[src/rtl/addsub_pkg.sv]
package addsub_pkg;
  // Strobes the control module sends to the datapath.
  typedef struct packed {
    logic invertB;  // feed the bitwise complement of opB into the adder
    logic carryIn;  // carry into bit 0 of the adder
  } addsub_strobe_t;
endpackage

[src/rtl/addsub_ctrl.sv]
module addsub_ctrl
  import addsub_pkg::*;
(
  input  logic           addMode,
  output addsub_strobe_t strobes
);
  // Subtraction is opA + ~opB + 1, so both strobes follow the inverted mode bit.
  always_comb begin
    strobes.invertB = ~addMode;
    strobes.carryIn = ~addMode;
  end
endmodule

[src/rtl/addsub_datapath.sv]
module addsub_datapath
  import addsub_pkg::*;
#(
  parameter int WIDTH = 8
) (
  input  logic [WIDTH-1:0] opA,
  input  logic [WIDTH-1:0] opB,
  input  addsub_strobe_t   strobes,
  output logic [WIDTH-1:0] sum,
  output logic             ovf
);
  localparam int MSB = WIDTH - 1;

  logic [WIDTH-1:0] bEff;
  logic [WIDTH:0]   carry;

  // Conditional inversion of the second operand, one XOR per bit.
  for (genvar i = 0; i < WIDTH; i++) begin : g_inv
    assign bEff[i] = opB[i] ^ strobes.invertB;
  end

  // Ripple carry chain shared by both operations.
  always_comb begin
    carry[0] = strobes.carryIn;
    for (int i = 0; i < WIDTH; i++) begin
      sum[i]     = opA[i] ^ bEff[i] ^ carry[i];
      carry[i+1] = (opA[i] & bEff[i]) | (carry[i] & (opA[i] ^ bEff[i]));
    end
  end

  // Signed overflow: the carry into the sign bit disagrees with the carry out of it.
  assign ovf = carry[WIDTH] ^ carry[MSB];

  // Sign-rule checks against the carry-based flag.
  always_comb begin
    if (!strobes.invertB) begin
      a_r3_add_overflow: assert (ovf == ((opA[MSB] == opB[MSB]) && (sum[MSB] != opA[MSB])))
        else $error("R3 add overflow rule broken");
    end else begin
      a_r4_sub_overflow: assert (ovf == ((opA[MSB] != opB[MSB]) && (sum[MSB] != opA[MSB])))
        else $error("R4 subtract overflow rule broken");
    end
  end
endmodule

[src/rtl/addsub_unit.sv]
module addsub_unit
  import addsub_pkg::*;
#(
  parameter int WIDTH = 8
) (
  input  logic [WIDTH-1:0] opA,
  input  logic [WIDTH-1:0] opB,
  input  logic             addMode,
  output logic [WIDTH-1:0] sum,
  output logic             ovf
);
  addsub_strobe_t strobes;

  addsub_ctrl u_ctrl (
    .addMode (addMode),
    .strobes (strobes)
  );

  addsub_datapath #(.WIDTH(WIDTH)) u_dp (
    .opA     (opA),
    .opB     (opB),
    .strobes (strobes),
    .sum     (sum),
    .ovf     (ovf)
  );

  // Result checks across the control/datapath boundary.
  always_comb begin
    if (addMode) begin
      a_r1_add_result: assert (sum == WIDTH'(opA + opB))
        else $error("R1 add result wrong");
    end else begin
      a_r2_sub_result: assert (sum == WIDTH'(opA - opB))
        else $error("R2 subtract result wrong");
    end
    if (opA == '0 && opB == '0) begin
      a_r7_zero_operands: assert (sum == '0 && !ovf)
        else $error("R7 zero operands gave nonzero output");
    end
  end
endmodule

[config.mk]
export PLATFORM = sky130hd
export DESIGN_NAME = addsub_unit
export DESIGN_NICKNAME = d
export VERILOG_FILES = /design/src/rtl/addsub_pkg.sv /design/src/rtl/addsub_ctrl.sv /design/src/rtl/addsub_datapath.sv /design/src/rtl/addsub_unit.sv
export SDC_FILE = /design/constraint.sdc
export NUM_CORES = 1
export LEC_CHECK = 0
export BUFFER_PORTS_ARGS = -buffer_cell sky130_fd_sc_hd__buf_2
export CORE_AREA = 2 2 39 41
export DETAILED_ROUTE_END_ITERATION = 10
export DIE_AREA = 0 0 41 43
export PLACE_DENSITY = 0.63
export SLEW_MARGIN = 25
export SYNTH_ARGS = -nofsm -noshare
export SYNTH_HDL_FRONTEND = slang
export SYNTH_SLANG_ARGS = --single-unit
[constraint.sdc]
create_clock -name vclk -period 3.5
set_input_delay 0.175 -clock vclk [all_inputs]
set_output_delay 0.175 -clock vclk [all_outputs]
set_load 0.02 [all_outputs]
==> results of run 1 <==
[metal layers]
layer | vias to the layer above | part of all wire
met5 | - | 0
met4 | 0 | 0
met3 | 0 | 0.17
met2 | 19 | 0.48
met1 | 118 | 0.35
li1 | 137 | -
[repair_timing]
| item | 4_1_cts | 5_1_grt |
|---|---|---|
| resized for setup | 0 | 7 |
| pin swaps | 2 | 0 |
| gates cloned | 0 | 0 |
| buffers inserted | 0 | 0 |
| hold buffers | 0 | 0 |
| endpoints found under the setup margin | 2 | 2 |
[final timing paths]
kind / startpoint / to / depth (start not counted)
max: addMode / sum[7] / 11
min: opA[0] / sum[0] / 3
[layout by cell type (no fill, tap or decap)]
| cell | instances |
|---|---|
| xor2_1 | 7 |
| buf_6 | 3 |
| nor2_1 | 1 |
| inv_2 | 1 |
| fa_2 | 7 |
| xor2_2 | 1 |
| buf_4 | 2 |
| a21oi_2 | 1 |
| buf_2 | 23 |
| inv_1 | 13 |
| xor2_4 | 1 |
[power groups by stage]
stage          clock, W  sequential [W]  combinational, W
6_report              0               0          0.000151
5_1_grt               0               0          0.000166
4_1_cts               0               0          0.000143
3_5_place_dp          0               0          0.000143
3_3_place_gp          0               0          0.000140
2_1_floorplan         0               0         0.0000966
[logic make-up after synthesis]
kind of cell,share of synthesized area
AOI/OAI and AO/OA,0.0297
xor gates and xnor gates,0.267
adders and majority gates,0.475
buffers and inverters,0.216
and+or+nand+nor,0.0127
[worst min-delay path, stage by stage]
cell    delay, ps
buf_2         100
xor2_1         50
buf_2         150
[cell type report]
cell class	count	share of cell area
tap	16	0.0391
multi-input combinational	18	0.538
timing repair buffer	28	0.320
inverter	14	0.103
[metrics by stage]
step	setup WS, ps	TNS (ps)	hold slack (ps)	instances
global route	-1.68	-1.68	666	76
detailed placement	-102	-199	659	76
global placement	-55.4	-107	662	76
finish	76.0	0	656	76
floorplan	16.5	0	474	33
CTS	13.2	0	659	76
==> results.json, run 1 <==
{
  "sequential_cell_total": 0,
  "timing.final.hold_violations": 0,
  "grt_use_met2": 0.116,
  "initial_core_util": 0.213,
  "area_delta_synth_final_pct": 73.3,
  "grt_use_total": 0.0657,
  "power-per-cell-area_nw_per_um2": 295,
  "most_used_layer_global_route": "met2",
  "via_count_of_the_first_global_routing_pass": 235,
  "tightest_slew_ps": 203,
  "antennaDiodeCount": 0,
  "max_cap_violations": 0,
  "post-route-period-util": 0.978,
  "swShare": 0.556,
  "synth.area.top_cells": "fa_1, xor2_1, inv_1",
  "grt_util_met1": 0.0852,
  "pwr-share-clk": 0,
  "place.port_buffers": 26,
  "worst_ep_required_time_ps": 3320,
  "ant_nets": 0,
  "final_critical_path_required_period_ps": 3420,
  "number_of_clock_buffer_instances_in_the_layout": 0,
  "fin_area_um2": 512,
  "final-max-slew-violation-count": 0,
  "synth_cells": 33,
  "detailroute.via_count": 274,
  "worstSetupEndpointType": "output pin",
  "placed_cell_area_um2": 485,
  "ratio_of_cells_with_drive_above_1_in_the_final_layout": 0.650,
  "share_comb_of_total_power": 1.000,
  "leakage_nw": 0.284,
  "finalPower_w": 0.000151,
  "outcome": "complete, no violations",
  "post-synth-top-area-cell": "fa_1",
  "crit_top_cell": "fa_2",
  "grt_max_degree": 7,
  "syn-num-nets": 57,
  "initial_antenna_violation_count": 0,
  "synth.yosys.seq_area_share": 0,
  "rows": 14,
  "cp_num_buf_inv": 3,
  "core-area_um2": 1380,
  "global_route.usage.met3": 0.0105,
  "kind_of_start_point_of_the_critical_path": "primary input",
  "wl_per_cell_um": 7.68,
  "max_clock_freq_mhz": 292,
  "grt_remaining_overflow": 0,
  "hold_class": "in -> out",
  "syn_avg_cell_area_um2": 8.95,
  "cp_cell_sequence": "buf_6 > xor2_2 > fa_2 > fa_2 > fa_2 > fa_2 > fa_2 > fa_2 > fa_2 > inv_2 > buf_6",
  "first_pass_iters": 1,
  "place.detailed.hpwl_um": 572,
  "yosys.cell_types.count": 6,
  "critPathMaxStageDelay_ps": 540,
  "synth_top_area_share": 0.475,
  "die_w_um": 41,
  "grt_first_pass_wirelength_um": 869,
  "yosysWarnings": 0,
  "gp_routability_congestion": 0.655,
  "setup_viol": 0,
  "power.net_switching_w": 0.0000840,
  "yosysMostFrequentCell": "inv_1",
  "fill_cells": 150,
  "pin_count": 26,
  "p_int_w": 0.0000669,
  "finish.utilization": 0.370,
  "worst_slew_margin_rel": 0.864,
  "critical_path_maximum_fanout": 3,
  "route.detailed.vias_per_inst": 3.61,
  "crit_path_max_delay_family": "adder cells",
  "layout.area.seq_um2": 0,
  "layout.nets": 86,
  "power.ir.vdd_worst_mv": 0.132,
  "critPathKind": "in -> out",
  "drt_iter0_markers": 0,
  "multi_input_area_um2": 275,
  "post_synth_instance_area_um2": 295,
  "die_area_um2": 1760,
  "netlist_top_cells_count": "inv_1, xor2_1, fa_1",
  "timing.critical_path.slowest_stage_cell": "fa_2",
  "seq_power_share": 0,
  "cp_data_arrival_time_ps": 3250,
  "drc": 0,
  "detail_route.wirelength_um": 584,
  "die_height_um": 43
}
No activity file was read; power rests on OpenSTA's default activity.
==> run 2: changes to the inputs <==
--- a/config.mk
+++ b/config.mk
@@ -10,6 +10,7 @@
 export DETAILED_ROUTE_END_ITERATION = 10
 export DIE_AREA = 0 0 41 43
 export PLACE_DENSITY = 0.63
+export RECOVER_POWER = 100
 export SLEW_MARGIN = 25
 export SYNTH_ARGS = -nofsm -noshare
 export SYNTH_HDL_FRONTEND = slang
==> run 2 against run 1 <==
Effect of this change:
- flip-flop and latch count unchanged
- maximum frequency is the same
- worst setup slack unchanged
- cell count stayed put
- critical path type unchanged
- sequential share of layout area did not move
- die area unchanged
- core utilization is 0.18 points lower
- via count stayed put
- largest cell class unchanged
- cell area shrank 0.49%
==> results.json, run 2 (same netlist as run 1, synthesis figures left out) <==
{
  "core-area_um2": 1380,
  "dp_worst_setup_slack_ps": -102,
  "worst_slew_margin_rel": 0.832,
  "area_delta_synth_final_pct": 72.5,
  "max_clock_freq_mhz": 292,
  "place.detailed.hpwl_um": 572,
  "cp_data_arrival_time_ps": 3250,
  "gp_routability_congestion": 0.655,
  "number_of_buffers_added_to_fix_hold_violations_after_cts": 0,
  "sequential_cell_total": 0,
  "route.detailed.vias_per_inst": 3.61,
  "place.port_buffers": 26,
  "worstSetupEndpointType": "output pin",
  "antennaDiodeCount": 0,
  "hold_class": "in -> out",
  "critPathMaxStageDelay_ps": 540,
  "worstSetupEndpoint": "sum[7]",
  "power.ir.vdd_worst_mv": 0.132,
  "drc": 0,
  "die_height_um": 43,
  "rows": 14,
  "holdWs_ps": 669,
  "max_cap_violations": 0,
  "timing.final.hold_violations": 0,
  "ant_nets": 0,
  "power-per-cell-area_nw_per_um2": 294,
  "outcome": "complete, no violations",
  "ratio_of_cells_with_drive_above_1_in_the_final_layout": 0.617,
  "layout.nets": 86,
  "grt_first_pass_wirelength_um": 869,
  "aggregate_negative_setup_slack_ps": 0,
  "number_of_clock_buffer_instances_in_the_layout": 0,
  "most_common_cell_after_layout_fill_and_taps_aside": "buf_2",
  "tightest_slew_ps": 252,
  "die_w_um": 41,
  "first_pass_iters": 1,
  "kind_of_start_point_of_the_critical_path": "primary input",
  "crit_top_cell": "fa_2",
  "detail_route.wirelength_um": 585,
  "cp_cell_sequence": "buf_6 > xor2_2 > fa_2 > fa_2 > fa_2 > fa_2 > fa_2 > fa_2 > fa_2 > inv_2 > buf_6",
  "setup_viol": 0,
  "worst_ep_required_time_ps": 3320,
  "crit_start": "addMode",
  "fill_cells": 152,
  "initial_antenna_violation_count": 0,
  "critical_path_cell_count": 11,
  "post_cts_buffers": 0,
  "pin_count": 26,
  "finish.utilization": 0.368,
  "initial_core_util": 0.213,
  "crit_path_max_delay_family": "adder cells",
  "final_critical_path_required_period_ps": 3420,
  "grt_max_degree": 7,
  "leakage_nw": 0.278,
  "post-route-period-util": 0.978,
  "timing.critical_path.slowest_stage_cell": "fa_2",
  "detailroute.via_count": 274,
  "drt_iter0_markers": 0,
  "grt_use_total": 0.0657,
  "critical_path_maximum_fanout": 3,
  "multi_input_area_um2": 275,
  "postLayoutSetupSlackWorst_ps": 76.0,
  "cp_num_buf_inv": 3,
  "layout.area.seq_um2": 0,
  "via_count_of_the_first_global_routing_pass": 235,
  "critPathKind": "in -> out",
  "layout_common_cells": "buf_2, inv_1, xor2_1, fa_2, buf_6",
  "final-max-slew-violation-count": 0,
  "wl_per_cell_um": 7.70,
  "die_area_um2": 1760,
  "grt_remaining_overflow": 0
}
-- run 2: cell types whose count changed in the layout (fill, tap and decap cells not counted) --
cell,change
buf_2,-2
clkbuf_1,+2
-- run 2: how the worst min path moves through the flow --
stage                     startpoint     end  slack, ps  depth (start not counted)
after global routing          opA[0]  sum[0]        680                          3
after floorplan               opA[0]  sum[0]        470                          1
after detailed placement      opA[0]  sum[0]        660                          3
after CTS                     opA[0]  sum[0]        660                          3
after global placement        opA[0]  sum[0]        660                          3
final                         opA[0]  sum[0]        670                          3
-- run 2: per-layer routing --
metal / vias to the layer above / wire length, um / track usage
met5: - / 0 / 0
met4: 0 / 0 / 0
met3: 0 / 98 / 0.0105
met2: 19 / 280 / 0.116
met1: 118 / 207 / 0.0852
li1: 137 / - / -
-- run 2: what timing repair did --
action                     in CTS  in global routing
pin swaps                       2                  0
resized for setup               0                  7
setup endpoints to repair       2                  2
-- run 2: power by group --
part / internal [W] / switching (W) / total [W]
combinational: 0.0000658 / 0.0000841 / 0.000150
sequential: 0 / 0 / 0
clock: 0 / 0 / 0
total: 0.0000658 / 0.0000841 / 0.000150
-- run 2: layout make-up --
cell class / instances / share of cell area
timing repair buffer: 28 / 0.317
tap: 16 / 0.0393
multi-input combinational: 18 / 0.541
inverter: 14 / 0.103
-- run 2: stage by stage --
stage	power [W]	cells	instance area, um^2
2_1_floorplan	0.0000966	33	332
5_1_grt	0.000165	76	509
6_report	0.000150	76	509
4_1_cts	0.000143	76	485
3_5_place_dp	0.000143	76	485
3_3_place_gp	0.000140	76	485
